<file path="config.mk">
export PLATFORM = sky130hd
export DESIGN_NAME = pm_regblock
export DESIGN_NICKNAME = d
export VERILOG_FILES = /design/src/rtl/pm_pkg.sv /design/src/rtl/pm_ctrl.sv /design/src/rtl/pm_datapath.sv /design/src/rtl/pm_regblock.sv
export SDC_FILE = /design/constraint.sdc
export NUM_CORES = 1
export LEC_CHECK = 0
export BUFFER_PORTS_ARGS = -buffer_cell sky130_fd_sc_hd__buf_2
export CORE_MARGIN = 4
export CORE_UTILIZATION = 47
export CTS_CLUSTER_SIZE = 28
export DETAILED_ROUTE_END_ITERATION = 10
export PLACE_DENSITY = 0.88
export SYNTH_ARGS = -nofsm -noshare
export SYNTH_HDL_FRONTEND = slang
export SYNTH_SLANG_ARGS = --single-unit
export TNS_END_PERCENT = 50
</file>
<file path="constraint.sdc">
create_clock -name clk -period 4.3 [get_ports clk]
set_input_delay 0.86 -clock clk [delete_from_list [all_inputs] [get_ports clk]]
set_output_delay 0.86 -clock clk [all_outputs]
set_load 0.1 [all_outputs]
</file>
<file path="src/rtl/pm_pkg.sv">
package pm_pkg;
  typedef enum logic [1:0] {
    RD_NONE   = 2'd0,
    RD_ZERO   = 2'd1,
    RD_ENABLE = 2'd2
  } pmRdSel_t;

  typedef enum logic [1:0] {
    SZ_BYTE = 2'd0,
    SZ_HALF = 2'd1,
    SZ_WORD = 2'd2,
    SZ_WIDE = 2'd3
  } pmSize_t;

  typedef struct packed {
    logic     enWr;
    logic     powerOff;
    logic     reject;
    pmRdSel_t rdSel;
  } pmStrobes_t;
endpackage

</file>
<file path="src/rtl/pm_ctrl.sv">
module pm_ctrl
  import pm_pkg::*;
#(
  parameter int ADDR_W   = 16,
  parameter int DATA_W   = 32,
  parameter logic [ADDR_W-1:0] EVT_BASE = 16'h0600,
  parameter logic [ADDR_W-1:0] CTL_BASE = 16'h0604,
  parameter int WIN_SPAN = 3,
  parameter int SLP_EN_BIT  = 13,
  parameter int SLP_TYP_LSB = 10,
  parameter int SLP_TYP_W   = 3,
  parameter int SOFT_OFF_TYP = 1
) (
  input  logic              wr,
  input  logic              rd,
  input  logic [ADDR_W-1:0] addr,
  input  logic [1:0]        size,
  input  logic [DATA_W-1:0] wdata,
  output pmStrobes_t        stb
);
  localparam logic [ADDR_W-1:0] STATUS_OFF = '0;
  localparam logic [ADDR_W-1:0] ENABLE_OFF = ADDR_W'(2);
  localparam logic [ADDR_W-1:0] CTRL_OFF   = '0;
  localparam logic [ADDR_W-1:0] SPAN       = ADDR_W'(WIN_SPAN);

  logic [ADDR_W-1:0]    evtOff;
  logic [ADDR_W-1:0]    ctlOff;
  logic                 evtHit;
  logic                 ctlHit;
  logic                 sleepEn;
  logic [SLP_TYP_W-1:0] sleepTyp;
  logic                 isStatus;
  logic                 isEnable;
  logic                 isCtrl;
  logic                 undefHit;

  always_comb begin
    evtOff   = addr - EVT_BASE;
    ctlOff   = addr - CTL_BASE;
    evtHit   = (addr >= EVT_BASE) && (evtOff < SPAN);
    ctlHit   = (addr >= CTL_BASE) && (ctlOff < SPAN);
    sleepEn  = wdata[SLP_EN_BIT];
    sleepTyp = wdata[SLP_TYP_LSB +: SLP_TYP_W];
    isStatus = evtHit && (evtOff == STATUS_OFF);
    isEnable = evtHit && (evtOff == ENABLE_OFF);
    isCtrl   = ctlHit && (ctlOff == CTRL_OFF);
    undefHit = (evtHit && !isStatus && !isEnable) || (ctlHit && !isCtrl);
  end

  always_comb begin
    stb = '0;
    stb.rdSel = RD_NONE;
    stb.enWr = wr && isEnable && (size == SZ_HALF);
    stb.powerOff = wr && isCtrl && sleepEn &&
                   (sleepTyp == SLP_TYP_W'(SOFT_OFF_TYP));
    stb.reject = (wr && isEnable && (size != SZ_HALF))
               || ((wr || rd) && undefHit)
               || (wr && isCtrl && sleepEn &&
                   (sleepTyp != SLP_TYP_W'(SOFT_OFF_TYP)));
    if (rd && isEnable) begin
      stb.rdSel = RD_ENABLE;
    end else if (rd && (evtHit || ctlHit)) begin
      stb.rdSel = RD_ZERO;
    end
  end
endmodule

</file>
<file path="src/rtl/pm_datapath.sv">
module pm_datapath
  import pm_pkg::*;
#(
  parameter int DATA_W = 32,
  parameter int EN_W   = 16
) (
  input  logic              clk,
  input  logic              rst,
  input  pmStrobes_t        stb,
  input  logic [DATA_W-1:0] wdata,
  output logic [DATA_W-1:0] rdata,
  output logic [EN_W-1:0]   enableQ,
  output logic              offQ,
  output logic              errQ
);
  localparam int PAD_W = DATA_W - EN_W;

  logic [DATA_W-1:0] enableWide;

  generate
    if (PAD_W > 0) begin : g_pad
      assign enableWide = {{PAD_W{1'b0}}, enableQ};
    end else begin : g_nopad
      assign enableWide = enableQ[DATA_W-1:0];
    end
  endgenerate

  always_ff @(posedge clk) begin
    if (rst) begin
      enableQ <= '0;
      rdata   <= '0;
      offQ    <= 1'b0;
      errQ    <= 1'b0;
    end else begin
      offQ <= stb.powerOff;
      errQ <= stb.reject;
      if (stb.enWr) begin
        enableQ <= wdata[EN_W-1:0];
      end
      case (stb.rdSel)
        RD_ZERO:   rdata <= '0;
        RD_ENABLE: rdata <= enableWide;
        default:   rdata <= rdata;
      endcase
    end
  end
endmodule

</file>
<file path="src/rtl/pm_regblock.sv">
module pm_regblock
  import pm_pkg::*;
#(
  parameter int ADDR_W = 16,
  parameter int DATA_W = 32,
  parameter int EN_W   = 16,
  parameter logic [ADDR_W-1:0] EVT_BASE = 16'h0600,
  parameter logic [ADDR_W-1:0] CTL_BASE = 16'h0604,
  parameter int WIN_SPAN = 3
) (
  input  logic              clk,
  input  logic              rst,
  input  logic [ADDR_W-1:0] busAddr,
  input  logic              busWr,
  input  logic              busRd,
  input  logic [1:0]        busSize,
  input  logic [DATA_W-1:0] busWdata,
  output logic [DATA_W-1:0] busRdata,
  output logic              powerOffPulse,
  output logic              errorPulse
);
  pmStrobes_t      stb;
  logic [EN_W-1:0] enableQ;

  pm_ctrl #(
    .ADDR_W(ADDR_W), .DATA_W(DATA_W),
    .EVT_BASE(EVT_BASE), .CTL_BASE(CTL_BASE), .WIN_SPAN(WIN_SPAN)
  ) u_ctrl (
    .wr(busWr), .rd(busRd), .addr(busAddr), .size(busSize),
    .wdata(busWdata), .stb(stb)
  );

  pm_datapath #(.DATA_W(DATA_W), .EN_W(EN_W)) u_dp (
    .clk(clk), .rst(rst), .stb(stb), .wdata(busWdata),
    .rdata(busRdata), .enableQ(enableQ),
    .offQ(powerOffPulse), .errQ(errorPulse)
  );
endmodule

</file>
# After elaboration in Yosys (flattened, before gate mapping)
# Index checks and enable logic that the tools add are counted.
# W data, S select, Z words.
# classes
addsub,2
order_cmp,4
n_eq_ne,7
n_mux,3
n_reduce_logical,29
# op_table
operator,n
$pmux W32 S2,1
$ge A16 B11 Y1 const B,2
$logic_not A16 Y1,2
$lt A16 B2 Y1 const B,2
$sub A16 B11 Y16 const B,2
$logic_and A1 B1 Y1,18
$eq A16 B2 Y1 const B,1
$logic_or A1 B1 Y1,5
$eq A2 B1 Y1 const B,2
$eq A3 B1 Y1 const B,1
$logic_not A1 Y1,3
$ne A3 B1 Y1 const B,1
$eq A2 B2 Y1 const B,1
$mux W2,1
$ne A2 B1 Y1 const B,1
$reduce_bool A2 Y1,1
$mux W1,1
# totals
reg_bits,50
in_bits,54
output_inout_bits,34
elab_cells,49

# Longest topological paths before layout
# logic_depth
depth_word,11
ltp_mapped,8

# Hierarchy
# A second synthesis with hierarchy kept.
# hier_totals
cells_unflattened,206
hier_area_um2,1783.0
# modules_own_cells
module,n_inst,cells_per_inst,area_per_inst_um2
pm_datapath,1,146,1397.6
pm_ctrl,1,60,385.4

# Worst setup path after synthesis
# Ideal clock, no wire load.
# synth_timing
path_type,input -> register
from,input busAddr[6]
to,register u_dp.rdata[0]
arrival_ps,2994
required_time_ps,4182
setup_slack_ps,1188
cell_stages,7
n_path_buf,1
path_cell_list,or4_4 or4_4 a2111oi_4 o2111ai_2 a31o_4 buf_6 a22o_1
# synth_between
elab_chain_len,9
word_cells_on_any_way,19
cone_classes,add/sub (2); order compare (4); eq/ne (3); mux (3); reduce/logical (7)
# synth_rtl
element,line,source
from (decl),pm_regblock.sv:13,"input logic [ADDR_W-1:0] busAddr,"
"$sub A16 B11 Y16, on equally long branches","pm_ctrl.sv:38, pm_ctrl.sv:39",
"$lt A16 B2 Y1, on equally long branches","pm_ctrl.sv:40, pm_ctrl.sv:41",
"$logic_and A1 B1 Y1, on equally long branches","pm_ctrl.sv:40, pm_ctrl.sv:41",
$logic_or A1 B1 Y1,pm_ctrl.sv:62,end else if (rd && (evtHit || ctlHit)) begin
$logic_and A1 B1 Y1,pm_ctrl.sv:62,
$mux W1,pm_ctrl.sv:62,
$mux W2 (*),pm_ctrl.sv:60,if (rd && isEnable) begin
$eq A2 B2 Y1 / $eq A2 B1 Y1 (equally long branches),pm_datapath.sv:40,case (stb.rdSel)
$pmux W32 S2 / $reduce_bool A2 Y1 (equally long branches),n/a,
to (signal assigned),pm_datapath.sv:42,RD_ENABLE: rdata <= enableWide;
to (signal assigned),pm_datapath.sv:43,default: rdata <= rdata;
to (decl),pm_datapath.sv:11,"output logic [DATA_W-1:0] rdata,"
# Mark *: on every way between the ends. The rest lies on a longest branch, timed or not. The select of a mux whose other input is x is not followed.
# A chain may end at the register's enable or synchronous reset.

# Final worst setup path
# layout_timing
from,input busAddr[6]
to,register u_dp.rdata[3]
# Same word-level chain as after synthesis.

==> metrics.md <==
| Metric | Value |
|---|---|
| Post-Synth Simple-Gate Area | 0.163 |
| Largest net degree at the start of global routing | 20 |
| Ports | 88 |
| GR Util met3 | 0.0455 |
| Worst Setup End Kind | register |
| Worst-path fanout max | 16 |
| Async SR Flop Fraction | 0 |
| Achievable Freq | 0.338 GHz |
| Worst setup SP type | primary input |
| YS warnings | 0 |
| Die ar. | around 4400 um2 |
| Post-synth top cells | dfxtp_1 (34), nor2_1 (22), buf_4 (17) |
| Post-layout net count | 269 |
| Library cells used by synthesis | 38 |
| Setup Buffers After CTS | 0 |
| CTS tree | built |
| Die X | 66.5 um |
| Final setup margin | 1.35 ns |
| Largest family of logic cells by synthesized area | compound AO/OA/AOI/OAI gates |
| Final period utilization | 0.687 |
| Antenna-violating nets left | 0 |
| CTS root buffer | clkbuf_4 |
| DR vias/cell | ~5.1 |
| Final min period | 2.95 ns |
| CTS Sinks | 34 |
| Most crowded layer after global routing | met2 |
| Area Growth Syn to Fin | 21.9% |
| Skew final | 0.00879 ns |
| Initial antenna violation count | 0 |
| 1st-iter DRT viols | 88 |
| 1st-pass router iterations | 4 |
| Maximum Capacitance Violations | 0 |
| CTS hold repair buffers | 0 |
| Pleak | approximately 0.00087 uW |
| Ys flop type | dfxtp_1 |
| Multi-input combinational cell area | a little over 800 um2 |
| Compound-cell area share of the yosys netlist | 0.177 |
| Mapped Cells | 157 |
| IO Port Bufs | 55 |
| Syn Area/Cell | 10.2 um2 |
| WHS | 0.470 ns |
| Post-synthesis mux area share | 0.0996 |
| FF+latch count, synth | 34 |
| Clock buffer depth | 2 |
| Worst Path Arrival | roughly 3.2 ns |
| Total wire length | 3540 um |
| RSZ-0062 raised after global routing | no |
| Pwr/cell area | 368 nW/um2 |
| Worst-margin pin slew | 0.563 ns |
| Total track usage | 0.171 |
| Cell count after placement | 251 |
| GPL Wtd Cong | between 0.7 and 0.8 |
| Detailed placer's ending HPWL | approximately 2700 um |
| Sequential area share after synthesis | 0.423 |
| Clock latency on the worst-skew pair | roughly 0.34 ns |
| Initial Util | 0.510 |
| Xor/xnor share of the synthesized area | 0.0218 |
| Worst EP required | 4.53 ns |
| Final Hold Vio Count | 0 |
| Core box area | 3150 um2 |
| Register area | 681 um2 |
| M1 GR Usage | 0.196 |
| Post-Syn Area | between 1500 and 2000 um2 |
| Vias in the first global route | 1246 |
| Max IR drop VDD | 220 uV |
| Finished Layout Cells | 259 |
| Cell taking the most area after synthesis | dfxtp_1 |
| Top cell type's share of synthesized area | 0.423 |
| Routed WL per cell | 13.7 um |
| Overall Power | 720 uW |
| Final setup violation count | 0 |
| Drt drc | 0 |
| Worst-path clk slew | 0.12 ns |
| Resized cells post-CTS | 0 |
| Count leader, synth | dfxtp_1 |
| Dpl ws | 0.936 ns |
| M2 GR Usage | 0.300 |
| Fin Setup TNS | 0 ns |
| Share of layout cells above drive strength 1 | 0.335 |
| Run status | finished clean |
| Synth area leaders | dfxtp_1 (42%), mux2i_1 (10%), a22o_1 (8.7%), buf_4 (7.9%), nor2_1 (5.1%) |
| Clock H-tree levels | 2 |
| Synth Area in Adders | 0.00778 |
| FILL cells | 287 |
| Relative slew slack | 0.615 |
| Row count | 20 |
| Total CTS buffers | 5 |
| Number of synthesized flops with an enable pin | 0 |
| First-pass GRT wire length | 5700 um |
| Gr ovfl total | 0 |
| Setup CP Type | primary input to register |
| Vias | 1317 |
| Max-slew violations | 0 |
| Hold Crit Class | register to register |
| Ant diodes | 0 |
| Die Ht | around 66 um |
-- metal layers --
layer  wire (um)  up-vias  share of wire
met5           0        -              0
met4          21        0         0.0059
met3         258        4          0.073
met2        1830       49           0.52
met1        1430      613           0.40
li1            -      651              -
-- critical path, stage by stage --
cell	delay (ns)
buf_2	0.11
or4_4	0.55
or4_4	0.46
a2111oi_4	0.39
o2111ai_2	0.19
a31o_4	0.38
a22o_1	0.24
-- layout make-up --
type / instances / area share
sequential: 34 / 0.347
clock buffer: 5 / 0.0192
tap: 44 / 0.0281
clock inverter: 3 / 0.0351
multi-input combinational: 113 / 0.416
timing repair buffer: 57 / 0.148
inverter: 3 / 0.00575
-- metrics by stage --
step | util | instance area (um2)
after floorplan | - | 1660
after global placement | 0.588 | 1850
after detailed placement | 0.588 | 1850
after CTS | 0.621 | 1960
after global routing | 0.621 | 1960
final | 0.621 | 1960
-- report_power, final --
group | leakage, uW | switching [uW] | internal (uW)
logic | 0.000540 | 89.5 | 22.9
registers | 0.000274 | 0.000339 | 315
clock network | 0.0000554 | 111 | 182
-- cell families after synthesis --
group,after synthesis
flip-flops,34
XOR/XNOR,4
AO/OA/AOI/OAI,31
other,1
multiplexers,16
buffers and inverters,25
AND/OR/NAND/NOR,45
adder cells (fa/ha/maj),1
-- path summary, 6_finish.rpt --
check	start	endpoint	slack (ns)	cells after the start
min	u_dp.enableQ[0]$_SDFFE_PP0P_	u_dp.rdata[0]$_SDFFE_PP0P_	0.47	1
max reg2reg	u_dp.enableQ[11]$_SDFFE_PP0P_	u_dp.enableQ[11]$_SDFFE_PP0P_	3.64	2
max	busAddr[6]	u_dp.rdata[3]$_SDFFE_PP0P_	1.35	7
min reg2reg	u_dp.enableQ[0]$_SDFFE_PP0P_	u_dp.rdata[0]$_SDFFE_PP0P_	0.47	1
-- sequential cells by signal, summed over array words and instances (netlist names) --
register / cells
u_dp.enableQ: 16
u_dp.errQ: 1
u_dp.offQ: 1
u_dp.rdata: 16
-- cells in the final DEF (no fill, tap or decap), types with 2 or more instances in the layout --
cell type,instances
buf_2,55
dfxtp_1,34
nor2_1,22
a22o_1,16
mux2i_1,16
conb_1,16
clkbuf_4,5
nor3_1,4
a21oi_1,4
inv_1,3
xnor2_1,3
nand2b_1,3
nand3_1,3
a2111oi_0,2
or4_4,2
nand2_1,2
bufinv_16,2
buf_4,2
No activity file was read; power rests on OpenSTA's default activity.
